===== src/rtl/wsf_pkg.sv =====
package wsf_pkg;

    typedef struct packed {
        logic ce_n;
        logic oe_n;
        logic we_n;
        logic low;
    } ctl_t;

    localparam int CTL_W = $bits(ctl_t);

endpackage


===== src/rtl/stage_delay.sv =====
module stage_delay #(
    parameter int W        = 1,
    parameter int STAGES   = 2,
    parameter bit RST_ONES = 1'b0
) (
    input  logic         clk,
    input  logic         rst_n,
    input  logic [W-1:0] d,
    output logic [W-1:0] q
);
    localparam logic [W-1:0] RST_VAL = {W{RST_ONES}};

    logic [W-1:0] pipe_d [STAGES];
    logic [W-1:0] pipe_q [STAGES];

    for (genvar i = 0; i < STAGES; i++) begin : g_stage
        if (i == 0) begin : g_head
            always_comb pipe_d[i] = d;
        end else begin : g_body
            always_comb pipe_d[i] = pipe_q[i-1];
        end
    end

    always_ff @(posedge clk or negedge rst_n) begin
        if (!rst_n) begin
            for (int i = 0; i < STAGES; i++) pipe_q[i] <= RST_VAL;
        end else begin
            for (int i = 0; i < STAGES; i++) pipe_q[i] <= pipe_d[i];
        end
    end

    assign q = pipe_q[STAGES-1];
endmodule


===== src/rtl/por_timer.sv =====
module por_timer #(
    parameter int LIMIT = 1250
) (
    input  logic clk,
    input  logic rst_n,
    input  logic hold,
    output logic ready
);
    localparam int CNT_W = $clog2(LIMIT + 1);
    localparam logic [CNT_W-1:0] CNT_MAX = CNT_W'(LIMIT);

    logic [CNT_W-1:0] cnt_d, cnt_q;

    always_comb begin
        cnt_d = cnt_q;
        if (hold)
            cnt_d = '0;
        else if (cnt_q != CNT_MAX)
            cnt_d = cnt_q + 1'b1;
    end

    always_ff @(posedge clk or negedge rst_n) begin
        if (!rst_n) cnt_q <= '0;
        else        cnt_q <= cnt_d;
    end

    assign ready = (cnt_q == CNT_MAX) && !hold;
endmodule


===== src/rtl/wstrobe_frontend.sv =====
module wstrobe_frontend #(
    parameter int ADDR_W      = 18,
    parameter int DATA_W      = 8,
    parameter int SYNC_STAGES = 2,
    parameter int MIN_PULSE   = 2,
    parameter int POR_CYCLES  = 1250
) (
    input  logic              clk,
    input  logic              rst_n,
    input  logic              ce_n,
    input  logic              oe_n,
    input  logic              we_n,
    input  logic [ADDR_W-1:0] addr_in,
    input  logic [DATA_W-1:0] data_in,
    input  logic              supply_low,
    output logic              wr_valid,
    output logic [ADDR_W-1:0] wr_addr,
    output logic [DATA_W-1:0] wr_data,
    output logic              rd_en
);
    import wsf_pkg::*;

    localparam int LEN_W = $clog2(MIN_PULSE + 1);
    localparam int BUS_W = ADDR_W + DATA_W;
    localparam logic [LEN_W-1:0] LEN_MIN = LEN_W'(MIN_PULSE);

    typedef struct packed {
        logic              prev;
        logic [LEN_W-1:0]  len;
        logic              taint;
        logic [ADDR_W-1:0] acap;
        logic              wv;
        logic [ADDR_W-1:0] wa;
        logic [DATA_W-1:0] wd;
        logic              rd;
    } st_t;

    ctl_t              ctl_raw, ctl_s;
    logic [BUS_W-1:0]  bus_raw, bus_s;
    logic              ready;
    logic              strobe;
    st_t               st_d, st_q;

    assign ctl_raw = '{ce_n: ce_n, oe_n: oe_n, we_n: we_n, low: supply_low};
    assign bus_raw = {addr_in, data_in};

    // control lines and supply flag reset to the idle / unsafe level
    stage_delay #(.W(CTL_W), .STAGES(SYNC_STAGES), .RST_ONES(1'b1)) u_ctl_sync (
        .clk(clk), .rst_n(rst_n), .d(ctl_raw), .q(ctl_s)
    );

    // bus delayed by the same depth so it lines up with the control edges
    stage_delay #(.W(BUS_W), .STAGES(SYNC_STAGES), .RST_ONES(1'b0)) u_bus_dly (
        .clk(clk), .rst_n(rst_n), .d(bus_raw), .q(bus_s)
    );

    por_timer #(.LIMIT(POR_CYCLES)) u_por (
        .clk(clk), .rst_n(rst_n), .hold(ctl_s.low), .ready(ready)
    );

    assign strobe = ctl_s.oe_n & ~ctl_s.ce_n & ~ctl_s.we_n;

    always_comb begin
        st_d      = st_q;
        st_d.wv   = 1'b0;
        st_d.prev = strobe;
        st_d.rd   = ~ctl_s.ce_n & ~ctl_s.oe_n & ctl_s.we_n;
        if (strobe && !st_q.prev) begin
            // later falling edge: strobe opens, take the address
            st_d.len   = LEN_W'(1);
            st_d.taint = !ready;
            st_d.acap  = bus_s[BUS_W-1:DATA_W];
        end else if (strobe) begin
            if (st_q.len != LEN_MIN) st_d.len = st_q.len + 1'b1;
            st_d.taint = st_q.taint | !ready;
        end else if (st_q.prev) begin
            // earlier rising edge: strobe closes, take the data
            if ((st_q.len >= LEN_MIN) && !st_q.taint && ready) begin
                st_d.wv = 1'b1;
                st_d.wa = st_q.acap;
                st_d.wd = bus_s[DATA_W-1:0];
            end
        end
    end

    always_ff @(posedge clk or negedge rst_n) begin
        if (!rst_n) st_q <= '0;
        else        st_q <= st_d;
    end

    assign wr_valid = st_q.wv;
    assign wr_addr  = st_q.wa;
    assign wr_data  = st_q.wd;
    assign rd_en    = st_q.rd;
endmodule


===== config.mk =====
export PLATFORM = sky130hd
export DESIGN_NAME = wstrobe_frontend
export DESIGN_NICKNAME = d
export VERILOG_FILES = /design/src/rtl/wsf_pkg.sv /design/src/rtl/stage_delay.sv /design/src/rtl/por_timer.sv /design/src/rtl/wstrobe_frontend.sv
export SDC_FILE = /design/constraint.sdc
export NUM_CORES = 1
export LEC_CHECK = 0
export BUFFER_PORTS_ARGS = -buffer_cell sky130_fd_sc_hd__buf_2
export CAP_MARGIN = 20
export CORE_MARGIN = 5
export CORE_UTILIZATION = 50
export CTS_CLUSTER_SIZE = 40
export DETAILED_ROUTE_END_ITERATION = 7
export GPL_ROUTABILITY_DRIVEN = 0
export PLACE_DENSITY = 0.76
export SETUP_SLACK_MARGIN = 0.15
export SYNTH_ARGS = -nofsm -noshare
export SYNTH_HDL_FRONTEND = slang
export SYNTH_SLANG_ARGS = --single-unit

===== constraint.sdc =====
create_clock -name clk -period 2.8 [get_ports clk]
set_input_delay 0.56 -clock clk [delete_from_list [all_inputs] [get_ports clk]]
set_output_delay 0.56 -clock clk [all_outputs]
set_load 0.01 [all_outputs]

==> metrics.md, run 1 <==
| Metric | Value |
|---|---|
| H-tree depth | 4 |
| Pre-CTS setup slack | 0.3235 ns |
| TritonCTS Buffers | 17 |
| Slew margin rel. | 0.6442 |
| GRT Overall Usage | 0.1384 |
| Layout Cells excl Fill | 427 |
| CP Class | reg -> reg |
| Count of clock tree sinks | 121 |
| Worst hold slack | 0.03986 ns |
| Wire per inst | 14.41 um |
| Worst-margin pin slew | 0.5338 ns |
| Status | completed |
| Cell row count | 33 |
| Detail Route Antenna Nets | 0 |
| Critical Path RT | 3.18 ns |
| Leak Pwr | 2.434 nW |
| Initial DRT Pass Iterations | 4 |
| Post-route cell area | 0.004985 mm^2 |
| Hpwl dp | 3930 um |
| IO buf count | 59 |
| Layout cells sized above 1 | 0.4720 |
| Commonest cells after routing, fill and taps aside | dfrtp_1 (113), buf_2 (58), mux2_2 (45), clkbuf_16 (16), nor2_1 (9) |
| Critical Path Fanout Max | 18 |
| VDD IR max | 0.4411 mV |
| Num ports | 60 |
| Pin count of the biggest net entering global routing | 53 |
| Area after DPL | 0.004398 mm^2 |
| Nets | 344 |
| CP peak stage delay | 0.56 ns |
| Die width | 101.1 um |
| Placed Cells | 395 |
| Root buffer cell | clkbuf_8 |
| Number of global-route vias before repair | 2230 |
| Slack of the critical path | 0.3182 ns |
| Synthesized Nets | 293 |
| Ys Warns | 0 |
| Die area | 0.01023 mm^2 |
| Crit path max-delay cell type | or4_1 |
| Synthesized flop and latch total | 121 |
| Initial Utilization | 0.5104 |
| Filler cells | 596 |
| TritonCTS clock tree | built |
| Critical path arrival | 2.86 ns |
| Minimum clock period | 2.482 ns |
| Reg2reg path depth | 5 |
| PostCTS Resize Cnt | 0 |
| Crit path max-delay family | simple AND/OR/NAND/NOR gates |
| Final WL | 6152 um |
| Crit path depth | 5 |
| Clk buf depth | 2 |
| Synth-to-layout area growth | 20.07% |
| Unrepaired setup endpoints after global routing | no |
| Seq/Total Area, Yosys | 0.7318 |
| ANT cells | 0 |
| Power per cell area | 833.6 mW/mm^2 |
| RR Endpoint | wr_addr[7] |
| Setup bufs post-CTS | 0 |
| Initial antenna violation count | 0 |
| First-pass GRT wire length | 10580 um |
| Syn Inst Count | 258 |
| Cell Area, Synth | 0.004151 mm^2 |
| # setup viols final | 0 |
| Reg2reg start | u_por.cnt_q[2] |
| Final Hold Vio Count | 0 |
| Final Skew | 0.008175 ns |
| Core area | 0.008134 mm^2 |
| Fin crit share | 0.8863 |
| Netlist cell types | 30 |
| Die H | 101.1 um |
| Reg2reg setup slack | 0.32 ns |
| Initial DRC count | 91 |
| Setup TNS | 0 ns |
| Crit path cell chain | or4b_1 -> or4_1 -> nor3_4 -> buf_4 -> mux2_2 |
| Most common cell after layout, fill and taps aside | dfrtp_1 |
| Crit end category | register |
| Number of buffers and inverters on the critical path | 1 |
| Routed via count | 2042 |
| Total power | 4.155 mW |
| Fmax | 402.9 MHz |
| Hold Path Class | in -> async |
| Synth Area per Inst | 16.09 um^2 |
| Max-slew violation count | 0 |
| GRT overflow | 0 |
| Clock transition at path regs | 0.06 ns |
| Max_cap viols | 0 |
| DRC viols | 0 |
| Hold-fix buffers at CTS | 0 |
| CP startpoint kind | register |
| Clk_lat worst skew | 0.50 ns |
| Final core occ | 0.6128 |
| Drt via density | 4.782 |
[state kept, by name, indices dropped and copies added (netlist names)]
signal	cells
wr_valid	1
wr_data	8
u_ctl_sync.pipe_d	4
u_bus_dly.pipe_d	26
rd_en	1
st_q	22
wr_addr	18
u_ctl_sync.q	4
u_bus_dly.q	26
u_por.cnt_q	11
[per-layer routing]
metal	share of wire	GRT usage
met4	0.019	0.07362
met1	0.42	0.1674
met3	0.061	0.05190
met5	0	0
met2	0.50	0.2163
[layout make-up]
class	count	area (um^2)	area share
Sequential cell	121	3038	0.6094
Timing Repair Buffer	64	347.8	0.06978
Clock inverter	14	158.9	0.03188
Clock buffer	18	427.9	0.08584
Tap cell	105	131.4	0.02636
Multi-Input combinational cell	98	854.6	0.1714
Inverter	7	26.28	0.005271
[synth_stat cells]
cell         n  share of area
or3_1        2         0.0030
xor2_1       2         0.0042
ha_1         3         0.0090
nor3_4       1         0.0039
dfrtp_1    113           0.68
clkbuf_1     2         0.0018
a21oi_1      2         0.0024
nand3_1      4         0.0048
xnor2_1      6          0.013
or3b_2       1         0.0021
a22oi_1      1         0.0018
inv_1        7         0.0063
o31ai_1      1         0.0018
buf_4       26          0.047
mux2_2      45           0.12
nand2_1      4         0.0036
o21ai_0      4         0.0048
or4_1        1         0.0018
dfstp_2      8          0.051
or4b_1       1         0.0024
nor4_1       1         0.0015
nor3b_1      1         0.0018
buf_2        2         0.0024
a22o_1       1         0.0021
o2111ai_1    1         0.0021
nand4_1      1         0.0015
nor2_1      10         0.0090
a211oi_1     1         0.0018
nor3_1       4         0.0048
buf_6        2         0.0054
[worst max path at each step]
stage	startpoint	end	slack (ns)
after floorplan	u_por.cnt_q[4]	wr_addr[0]	0.37
after global placement	u_por.cnt_q[4]	wr_addr[5]	0.35
after detailed placement	u_por.cnt_q[2]	wr_addr[13]	0.32
after CTS	u_por.cnt_q[2]	wr_addr[5]	0.31
after global routing	u_por.cnt_q[2]	wr_addr[5]	0.22
final	u_por.cnt_q[2]	wr_addr[7]	0.32
[power by group]
group | switching, mW | internal [mW] | leakage [nW]
logic | 0.0665 | 0.0737 | 0.657
clock network | 0.798 | 1.31 | 0.284
registers | 0.0482 | 1.86 | 1.49
[cells by family (layout without fill, tap and decap cells)]
group | count (synthesis) | after routing | share of synthesized area
buf+inv | 39 | 103 | 0.06299
flops | 121 | 121 | 0.7318
simple gates | 31 | 31 | 0.04039
fa+ha+maj | 3 | 3 | 0.009043
xor+xnor | 8 | 8 | 0.01688
mux | 45 | 45 | 0.1221
compound gates | 11 | 11 | 0.01688
Power figures use the tool's default switching activity.
==> inputs of run 2 (changes only) <==
--- a/config.mk
+++ b/config.mk
@@ -12,7 +12,7 @@
 export CTS_CLUSTER_SIZE = 40
 export DETAILED_ROUTE_END_ITERATION = 7
 export GPL_ROUTABILITY_DRIVEN = 0
-export PLACE_DENSITY = 0.76
+export PLACE_DENSITY = 0.79
 export SETUP_SLACK_MARGIN = 0.15
 export SYNTH_ARGS = -nofsm -noshare
 export SYNTH_HDL_FRONTEND = slang
==> constraint.sdc (replaced) <==
create_clock -name clk -period 2.08 [get_ports clk]
set_input_delay 0.416 -clock clk [delete_from_list [all_inputs] [get_ports clk]]
set_output_delay 0.416 -clock clk [all_outputs]
set_load 0.01 [all_outputs]
==> run 2 against run 1 <==
  * The run now ends with negative setup slack left
  * Via count is 10% higher
  * Worst hold slack worse by 0.011 ns
  * Combinational power increased by 78%
  * Final area up 9.0%
  * Register-to-register slack worse by 0.55 ns
  * Power is 36% higher
  * Non-clock buffer count up 38
  * First-iteration DRC count increased by 36%
  * Clock skew up 0.0023 ns
  * Maximum frequency rose by 7.5%
  * Final cell count rose by 8.9%
  * Highest routed layer unchanged
==> metrics.md, run 2 (synthesis gave the netlist of run 1 again) <==
| Metric | Value |
|---|---|
| Crit path cell chain | or4b_1 -> or4_4 -> nor3_4 -> buf_6 -> buf_6 -> mux2_2 |
| Logic gate share of total power | 0.044 (+0.010) |
| # setup viols final | 26 (+26) |
| Crit end category | register |
| ANT cells | 0 (unchanged) |
| Minimum clock period | 2.309 ns (-0.1732 ns) |
| Setup TNS | -5.327 ns (-5.327 ns) |
| TritonCTS clock tree | built |
| Reg2reg path depth | 6 (+1) |
| Layout Cells excl Fill | 465 (+8.9%) |
| Count of clock tree sinks | 121 (unchanged) |
| Initial antenna violation count | 0 (unchanged) |
| Clock transition at path regs | 0.06 ns (about the same) |
| Clk_lat worst skew | 0.50 ns (about the same) |
| H-tree depth | 4 (unchanged) |
| Die area | 0.01023 mm^2 (unchanged) |
| CP Class | reg -> reg |
| Fin crit share | 1.110 (+0.2235) |
| Commonest cells after routing, fill and taps aside | dfrtp_1 (113), buf_2 (58), mux2_2 (31), dlygate4sd3_1 (23), clkbuf_16 (16) |
| Unrepaired setup endpoints after global routing | yes |
| Clock group share of total power | 0.500 (-0.007) |
| Failing checks | negative setup slack |
| Final Hold Vio Count | 0 (unchanged) |
| Sw Pwr | 1.282 mW (+41%) |
| Number of buffers and inverters on the critical path | 2 (+1) |
| TritonCTS Buffers | 17 (unchanged) |
| Number of global-route vias before repair | 2567 (+15%) |
| Sequential share of power | 0.456 (-0.004) |
| Hpwl dp | 4227 um (+7.6%) |
| P_int | 4.374 mW (+35%) |
| Layout cells sized above 1 | 0.4667 (-0.005383) |
| Clk buf depth | 2 (unchanged) |
| Cell row count | 33 (unchanged) |
| RR Endpoint | wr_data[1] |
| Hold wc startpoint | addr_in[4] |
| Slew margin rel. | 0.7557 (+0.1116) |
| Die width | 101.1 um (unchanged) |
| First-pass GRT wire length | 12960 um (+23%) |
| Final WL | 7664 um (+25%) |
| Reg2reg start | u_por.cnt_q[4] |
| Leak Pwr | 2.626 nW (+7.9%) |
| Die H | 101.1 um (unchanged) |
| Hold Path Class | in -> reg |
| Initial DRC count | 124 (+36%) |
| Slack of the critical path | -0.2286 ns (-0.5468 ns) |
| Pin count of the biggest net entering global routing | 58 (+9.4%) |
| Placed Cells | 404 (+2.3%) |
| Status | finished with violations |
| GRT Overall Usage | 0.1690 (+0.03060) |
| Total power | 5.656 mW (+36%) |
| Synth-to-layout area growth | 30.86% |
| Crit path max-delay cell type | or4b_1 |
| Final Skew | 0.01044 ns (+0.002263 ns) |
| Core area | 0.008134 mm^2 (unchanged) |
| VDD IR max | 0.6317 mV (+43%) |
| Max-slew violation count | 0 (unchanged) |
| Most common cell after layout, fill and taps aside | dfrtp_1 |
| Initial Utilization | 0.5104 (unchanged) |
| Drt via density | 4.841 (+1.2%) |
| Sw frac | 0.2267 (+0.007093) |
| Detail Route Antenna Nets | 0 (unchanged) |
| Nets | 382 (+11%) |
| Power per cell area | 1041 mW/mm^2 (+25%) |
| Filler cells | 548 (-8.1%) |
| Routed via count | 2251 (+10%) |
| Fmax | 433.2 MHz (+7.5%) |
| Post-route cell area | 0.005433 mm^2 (+9.0%) |
| Area after DPL | 0.004486 mm^2 (+2.0%) |
| Max_cap viols | 0 (unchanged) |
| IO buf count | 59 (unchanged) |
| Initial DRT Pass Iterations | 4 (unchanged) |
| Wire per inst | 16.48 um (+14%) |
| Num ports | 60 (unchanged) |
| Reg2reg setup slack | -0.23 ns (-0.55 ns) |
| Critical Path Fanout Max | 7 (-11) |
| Critical Path RT | 2.46 ns (-0.72 ns) |
| DRC viols | 0 (unchanged) |
| Hold endpoint | u_bus_dly.pipe_d[12] |
| Cell count of the worst hold path | 1 |
| CP peak stage delay | 0.56 ns (about the same) |
| Crit path max-delay family | simple AND/OR/NAND/NOR gates |
| Root buffer cell | clkbuf_8 |
| CP startpoint kind | register |
| Critical path arrival | 2.69 ns (-0.17 ns) |
| Pre-CTS setup slack | -0.1917 ns (-0.5152 ns) |
| Worst-margin pin slew | 0.3664 ns (-0.1674 ns) |
| GRT overflow | 0 (unchanged) |
| Cell mode on critical path | buf_6 |
## run 2: cell types whose count changed in the layout (fill, tap and decap cells not counted), sizes merged
cell | before | now
clkbuf | 18 | 17
buf | 64 | 79
clkinvlp | 2 | 4
dlygate4sd3 | 0 | 23
clkinv | 4 | 3
## run 2: per-stage QoR
stage | util | hold WS [ns]
after floorplan | - | 0.1204
after global placement | 0.5515 | 0.3320
after detailed placement | 0.5515 | 0.3355
after CTS | 0.6622 | 0.001592
after global routing | 0.6679 | 0.0009024
final | 0.6679 | 0.02850
## run 2: layout make-up
type | count | area [um^2] | share of cell area
inverter | 7 | 26.28 | 0.004836
tap | 105 | 131.4 | 0.02418
sequential | 121 | 3038 | 0.5592
clock buffer | 17 | 414.1 | 0.07623
clock inverter | 15 | 165.2 | 0.03040
timing repair buffer | 102 | 739.5 | 0.1361
multi-input combinational | 98 | 918.4 | 0.1690
## run 2: how the worst max path moves through the flow
stage,startpoint,endpoint,slack [ns],cells past startpoint
after floorplan,u_por.cnt_q[4],wr_addr[0],-0.35,6
after global placement,u_por.cnt_q[4],wr_data[7],-0.18,5
after detailed placement,u_por.cnt_q[4],wr_addr[10],-0.19,5
after CTS,u_por.cnt_q[4],wr_addr[9],-0.13,6
after global routing,u_por.cnt_q[4],wr_data[7],-0.30,6
final,u_por.cnt_q[4],wr_data[1],-0.23,6
## run 2: power by group through the flow
stage,combinational [mW],clock [mW],sequential [mW]
6_report,0.249,2.83,2.58
3_5_place_dp,0.211,0,2.61
5_1_grt,0.281,2.98,2.60
2_1_floorplan,0.103,0,2.59
3_3_place_gp,0.200,0,2.60
4_1_cts,0.252,2.87,2.58
## run 2: what timing repair did
| action | 4_1_cts | 5_1_grt |
|---|---|---|
| hold buffers | 22 | 1 |
| setup endpoints to repair | 26 | 27 |
| resized for setup | 17 | 10 |
| endpoints found under the hold margin | 45 | 1 |
| pin swaps | 1 | 0 |
| buffers inserted | 4 | 0 |
| cloned | 2 | 0 |
## run 2: routing by layer
metal  global-route usage  share of wire
met2               0.2882           0.52
met5                    0              0
met4              0.08180          0.027
met1               0.1939           0.41
met3              0.05121          0.050
